$ cat src/rtl/dlc_pkg.sv
package dlc_pkg;

  typedef enum logic {
    MODE_CLOCKED = 1'b0,
    MODE_RAIL    = 1'b1
  } cell_mode_e;

endpackage

$ cat src/rtl/dlc_table.sv
// Lookup table read as a binary mux tree; leaf j holds content bit j,
// tree level d (root = 0) steers with address bit NUM_IN-1-d.
module dlc_table #(
  parameter int unsigned NUM_IN = 2
) (
  input  logic [(1<<NUM_IN)-1:0] content_i,
  input  logic [NUM_IN-1:0]      sel_i,
  output logic                   bit_o
);

  localparam int unsigned LEAVES = 1 << NUM_IN;
  localparam int unsigned NODES  = 2 * LEAVES - 1;

  logic [NODES-1:0] node;

  for (genvar j = 0; j < LEAVES; j++) begin : g_leaf
    assign node[LEAVES-1+j] = content_i[j];
  end

  for (genvar k = 0; k < LEAVES - 1; k++) begin : g_inner
    localparam int DEPTH = $clog2(k + 2) - 1;
    assign node[k] = sel_i[NUM_IN-1-DEPTH] ? node[2*k+2] : node[2*k+1];
  end

  assign bit_o = node[0];

endmodule

$ cat src/rtl/dlc_rail_monitor.sv
// Per-pair code-word classification for dual-rail inputs.
module dlc_rail_monitor #(
  parameter int unsigned NUM_IN = 2
) (
  input  logic [NUM_IN-1:0] rail_t_i,
  input  logic [NUM_IN-1:0] rail_f_i,
  output logic              all_valid_o,
  output logic              any_illegal_o
);

  logic [NUM_IN-1:0] pair_valid;
  logic [NUM_IN-1:0] pair_bad;

  for (genvar i = 0; i < NUM_IN; i++) begin : g_pair
    assign pair_valid[i] = rail_t_i[i] ^ rail_f_i[i];
    assign pair_bad[i]   = rail_t_i[i] & rail_f_i[i];
  end

  assign all_valid_o   = &pair_valid;
  assign any_illegal_o = |pair_bad;

endmodule

$ cat src/rtl/dlc_bit_regs.sv
// Result registers: load when enabled, otherwise held cleared.
module dlc_bit_regs #(
  parameter int unsigned W = 2
) (
  input  logic         clk,
  input  logic         rst_n,
  input  logic         load_i,
  input  logic [W-1:0] d_i,
  output logic [W-1:0] q_o
);

  always_ff @(posedge clk) begin
    if (!rst_n)      q_o <= '0;
    else if (load_i) q_o <= d_i;
    else             q_o <= '0;
  end

endmodule

$ cat src/rtl/dlc_cell.sv
module dlc_cell
  import dlc_pkg::*;
#(
  parameter int unsigned NUM_IN = 2
) (
  input  logic                   clk,
  input  logic                   rst_n,
  input  logic                   mode_cfg_i,
  input  logic [(1<<NUM_IN)-1:0] cfg_hi_i,
  input  logic [(1<<NUM_IN)-1:0] cfg_lo_i,
  input  logic [NUM_IN-1:0]      rail_t_i,
  input  logic [NUM_IN-1:0]      rail_f_i,
  input  logic                   precharge_i,
  output logic                   out_hi_o,
  output logic                   out_lo_o,
  output logic                   err_o
);

  localparam int unsigned TBL = 1 << NUM_IN;

  // Mode is configuration: loaded only while reset is held.
  cell_mode_e mode_q;
  always_ff @(posedge clk) begin
    if (!rst_n) mode_q <= cell_mode_e'(mode_cfg_i);
  end

  logic rail_mode;
  assign rail_mode = (mode_q == MODE_RAIL);

  // Lower table: own contents and address in clocked mode; complement of
  // the upper contents under the true-rail address in dual-rail mode.
  logic [TBL-1:0]    lo_content;
  logic [NUM_IN-1:0] lo_sel;
  assign lo_content = rail_mode ? ~cfg_hi_i : cfg_lo_i;
  assign lo_sel     = rail_mode ? rail_t_i  : rail_f_i;

  logic hi_bit, lo_bit;

  dlc_table #(.NUM_IN(NUM_IN)) u_tbl_hi (
    .content_i (cfg_hi_i),
    .sel_i     (rail_t_i),
    .bit_o     (hi_bit)
  );

  dlc_table #(.NUM_IN(NUM_IN)) u_tbl_lo (
    .content_i (lo_content),
    .sel_i     (lo_sel),
    .bit_o     (lo_bit)
  );

  logic all_valid, any_illegal;

  dlc_rail_monitor #(.NUM_IN(NUM_IN)) u_mon (
    .rail_t_i      (rail_t_i),
    .rail_f_i      (rail_f_i),
    .all_valid_o   (all_valid),
    .any_illegal_o (any_illegal)
  );

  logic [1:0] reg_q;

  dlc_bit_regs #(.W(2)) u_regs (
    .clk    (clk),
    .rst_n  (rst_n),
    .load_i (!rail_mode),
    .d_i    ({hi_bit, lo_bit}),
    .q_o    (reg_q)
  );

  logic eval_ok;
  assign eval_ok = all_valid & ~precharge_i;

  assign out_hi_o = rail_mode ? (eval_ok & hi_bit) : reg_q[1];
  assign out_lo_o = rail_mode ? (eval_ok & lo_bit) : reg_q[0];
  assign err_o    = rail_mode & any_illegal;

  // ---------------------------------------------------------------- checks
  p_mode_hold_r1: assert property (@(posedge clk) disable iff (!rst_n)
    rst_n |=> $stable(mode_q));

  p_sync_hi_r2: assert property (@(posedge clk) disable iff (!rst_n)
    (mode_q == MODE_CLOCKED) |=> (out_hi_o == $past(cfg_hi_i[rail_t_i])));

  p_sync_lo_r3: assert property (@(posedge clk) disable iff (!rst_n)
    (mode_q == MODE_CLOCKED) |=> (out_lo_o == $past(cfg_lo_i[rail_f_i])));

  p_sync_noerr_r4: assert property (@(posedge clk) disable iff (!rst_n)
    (mode_q == MODE_CLOCKED) |-> !err_o);

  p_reset_clear_r5: assert property (@(posedge clk)
    (!rst_n && !mode_cfg_i) |=> (!out_hi_o && !out_lo_o));

  p_pre_spacer_r7: assert property (@(posedge clk) disable iff (!rst_n)
    (rail_mode && precharge_i) |-> (!out_hi_o && !out_lo_o));

  p_incomplete_spacer_r8: assert property (@(posedge clk) disable iff (!rst_n)
    (rail_mode && !all_valid) |-> (!out_hi_o && !out_lo_o));

  p_err_spacer_r9: assert property (@(posedge clk) disable iff (!rst_n)
    err_o |-> (!out_hi_o && !out_lo_o));

  p_no_double_r10: assert property (@(posedge clk) disable iff (!rst_n)
    rail_mode |-> !(out_hi_o && out_lo_o));

endmodule

$ cat config.mk
export PLATFORM = sky130hd
export DESIGN_NAME = dlc_cell
export DESIGN_NICKNAME = d
export VERILOG_FILES = /design/src/rtl/dlc_pkg.sv /design/src/rtl/dlc_table.sv /design/src/rtl/dlc_rail_monitor.sv /design/src/rtl/dlc_bit_regs.sv /design/src/rtl/dlc_cell.sv
export SDC_FILE = /design/constraint.sdc
export NUM_CORES = 1
export LEC_CHECK = 0
export CORE_AREA = 2 2 39 41
export CTS_BUF_LIST = sky130_fd_sc_hd__clkbuf_4 sky130_fd_sc_hd__clkbuf_8
export DETAILED_ROUTE_END_ITERATION = 12
export DIE_AREA = 0 0 41 43
export GPL_ROUTABILITY_DRIVEN = 0
export SETUP_SLACK_MARGIN = 0.02
export SYNTH_ARGS = -nofsm -noshare
export SYNTH_HDL_FRONTEND = slang
export SYNTH_SLANG_ARGS = --single-unit
$ cat constraint.sdc
create_clock -name clk -period 1.1 [get_ports clk]
set_input_delay 0.11 -clock clk [delete_from_list [all_inputs] [get_ports clk]]
set_output_delay 0.11 -clock clk [all_outputs]
set_load 0.01 [all_outputs]
==> reports/qor.yml <==
cts-htree-levels: 1
worstPathRequired_ps: 990
vias: 242
critical_path.reg2reg.startpoint: "mode_q"
filler_cell_count: 164
hold-worst-slack_ps: 414.6
core_area_um2: 1384
route.antenna.remaining_nets: 0
worst_pin_slew_ps: 111.2
detail_route.wirelength_um: 550
area.growth.synth_to_final_pct: 117.2
die-area_um2: 1763
critical_path_class: "reg2out"
height_of_the_die_um: 43
std_cell_rows: 14
clkTransAtPathRegs_ps: 30
wl_per_cell_um: 9.483
final-max-slew-violation-count: 0
rsz0062_at_grt: "true"
synth.ff_latch_count: 3
chipWidth_um: 41
firstDrtPassIters: 2
clock-sinks: 3
fin_cells: 58
drc: 0
fin_worst_skew_ps: 1.714
vdd.ir_drop.worst_mv: 0.2754
cap_violations: 0
setup.worst_path.start: "mode_q"
crit_path_cell_trace: "and4b_1 -> a22o_1 -> buf_2"
crit_path_end_kind: "output pin"
path_max_fanout: 3
avg_inst_size_synth_um2: 12.00
worst_path_max_delay_cell: "sky130_fd_sc_hd__edfxtp_1"
status: "complete, but fails checks"
worst_slew_margin_rel: 0.9255
synthDistinctLibCells: 11
summed_area_of_non_filler_cells_in_the_final_layout_um2: 442.9
first_global_vias: 242
io_pins: 19
power-per-cell-area_nw_per_um2: 1022
yosys_warnings: 0
cts_buffers: 3
viasPerCell: 4.172
drt-initial-drc-count: 2
layout-drive-gt1-share: 0.3571
globalRouteOverflowTotal: 0
layout_common_cells: "sky130_fd_sc_hd__clkdlybuf4s15_1, sky130_fd_sc_hd__clkdlybuf4s50_1, sky130_fd_sc_hd__clkbuf_4, sky130_fd_sc_hd__buf_2, sky130_fd_sc_hd__buf_4"
p_leak_nw: 0.2044
dpl_cell_area_um2: 419.2
fin_crit_ps: 1249
final.setup.worst_slack_ps: -149.0
timing.fmax_mhz: 800.6
clockBufferDepth: 2
synthesis.nets: 35
worst_hold_startpoint: "rail_t_i[0]"
antenna_cells_inserted: 0
critical-path-max-stage-delay_ps: 400
crit_arrival_ps: 1140
initial_utilization: 0.1474
wire_length_of_the_first_global_routing_pass_um: 917
hold_violations: 0
grt_start_max_net_pins: 6
critPathLaunchType: "flip-flop"
layout_worst_path_cycle_share: 1.135
detailedPlace.worstSlack_ps: -878.2
cts_tree: "done"
worst_hold_path_type: "in2reg"
global_route.usage.total: 0.07964
insertion_delay_ps: 230
violations: "negative setup slack"
clk_root_buffer_cell: "sky130_fd_sc_hd__clkbuf_4"
hpwl_um: 462.1
synthCells: 17
netlist_area_before_placement_um2: 203.9
seq_area_frac_synth: 0.3436
antenna_found_initial: 0
nets: 61
place.detailed.instances: 53
number_of_input_and_output_port_buffers_inserted: 18
final_report_setup_violation_count: 3
[synth_stat cells]
cell type	count	area, µm²
sky130_fd_sc_hd__nor2_1	2	7.510
sky130_fd_sc_hd__inv_1	2	7.510
sky130_fd_sc_hd__and3_1	2	12.51
sky130_fd_sc_hd__a22o_1	1	8.760
sky130_fd_sc_hd__dfxtp_1	2	40.04
sky130_fd_sc_hd__nand4b_1	1	8.760
sky130_fd_sc_hd__edfxtp_1	1	30.03
sky130_fd_sc_hd__ha_1	2	25.02
sky130_fd_sc_hd__and4b_1	1	10.01
sky130_fd_sc_hd__o2bb2ai_1	1	8.760
sky130_fd_sc_hd__mux4_2	2	45.04
[cell type report]
type,count,area (µm²),share of cell area
repair buffers,21,182.7,0.4124
multi-input cells,12,132.6,0.2994
flip-flops and latches,3,70.07,0.1582
clock buffers,4,30.03,0.06780
well taps,16,20.02,0.04520
inverters,2,7.507,0.01695
[power by group]
part           switching (W)  internal [W]  total, W
clock              0.0000509      0.000160  0.000211
sequential        0.00000375      0.000123  0.000127
combinational      0.0000380     0.0000768  0.000115
total              0.0000926      0.000360  0.000453
[cell families after synthesis]
logic type                 count (synthesis)  share of synthesized area
AOI/OAI and AO/OA                          2                    0.08591
DFF                                        3                     0.3436
muxes                                      2                     0.2208
buffers and inverters                      2                    0.03682
adders and majority gates                  2                     0.1227
and+or+nand+nor                            6                     0.1902
[routing by layer]
layer	GRT usage	part of all wire	vias up
li1	-	-	120
met1	0.1010	0.40	112
met2	0.1031	0.53	10
met3	0.01571	0.069	0
met4	0.08000	0	0
met5	0	0	-
[registers in the layout, summed over array words and instances (netlist names)]
| register | count |
|---|---|
| u_regs.q_o | 2 |
| mode_q | 1 |
[final timing paths]
kind / endpoint / slack [ps] / cells past startpoint
max: out_hi_o / -150 / 3
min: u_regs.q_o[1] / 410 / 3
max reg2reg: u_regs.q_o[0] / 260 / 3
min reg2reg: u_regs.q_o[1] / 710 / 3
[what timing repair did]
item	in CTS	in global routing
endpoints found under the setup margin	5	3
gates resized for setup	32	0
hold buffers	0	0
pin swaps	6	1
buffers inserted	0	1
[worst max-delay path: cells and delay by family (launching register included)]
| kind | cells | cell delay (ps) |
|---|---|---|
| buf+inv | 1 | 130 |
| simple gates | 1 | 210 |
| compound gates | 1 | 170 |
| flops | 1 | 400 |
[metrics by stage]
stage / total power [W] / TNS [ps] / utilization
after floorplan: 0.0001670 / 0 / -
after global placement: 0.0002503 / -2867 / 0.3029
after detailed placement: 0.0002513 / -2873 / 0.3029
after CTS: 0.0004596 / -224.2 / 0.3146
after global routing: 0.0004861 / -514.1 / 0.3201
final: 0.0004527 / -322.6 / 0.3201
Power figures use the tool's default switching activity.
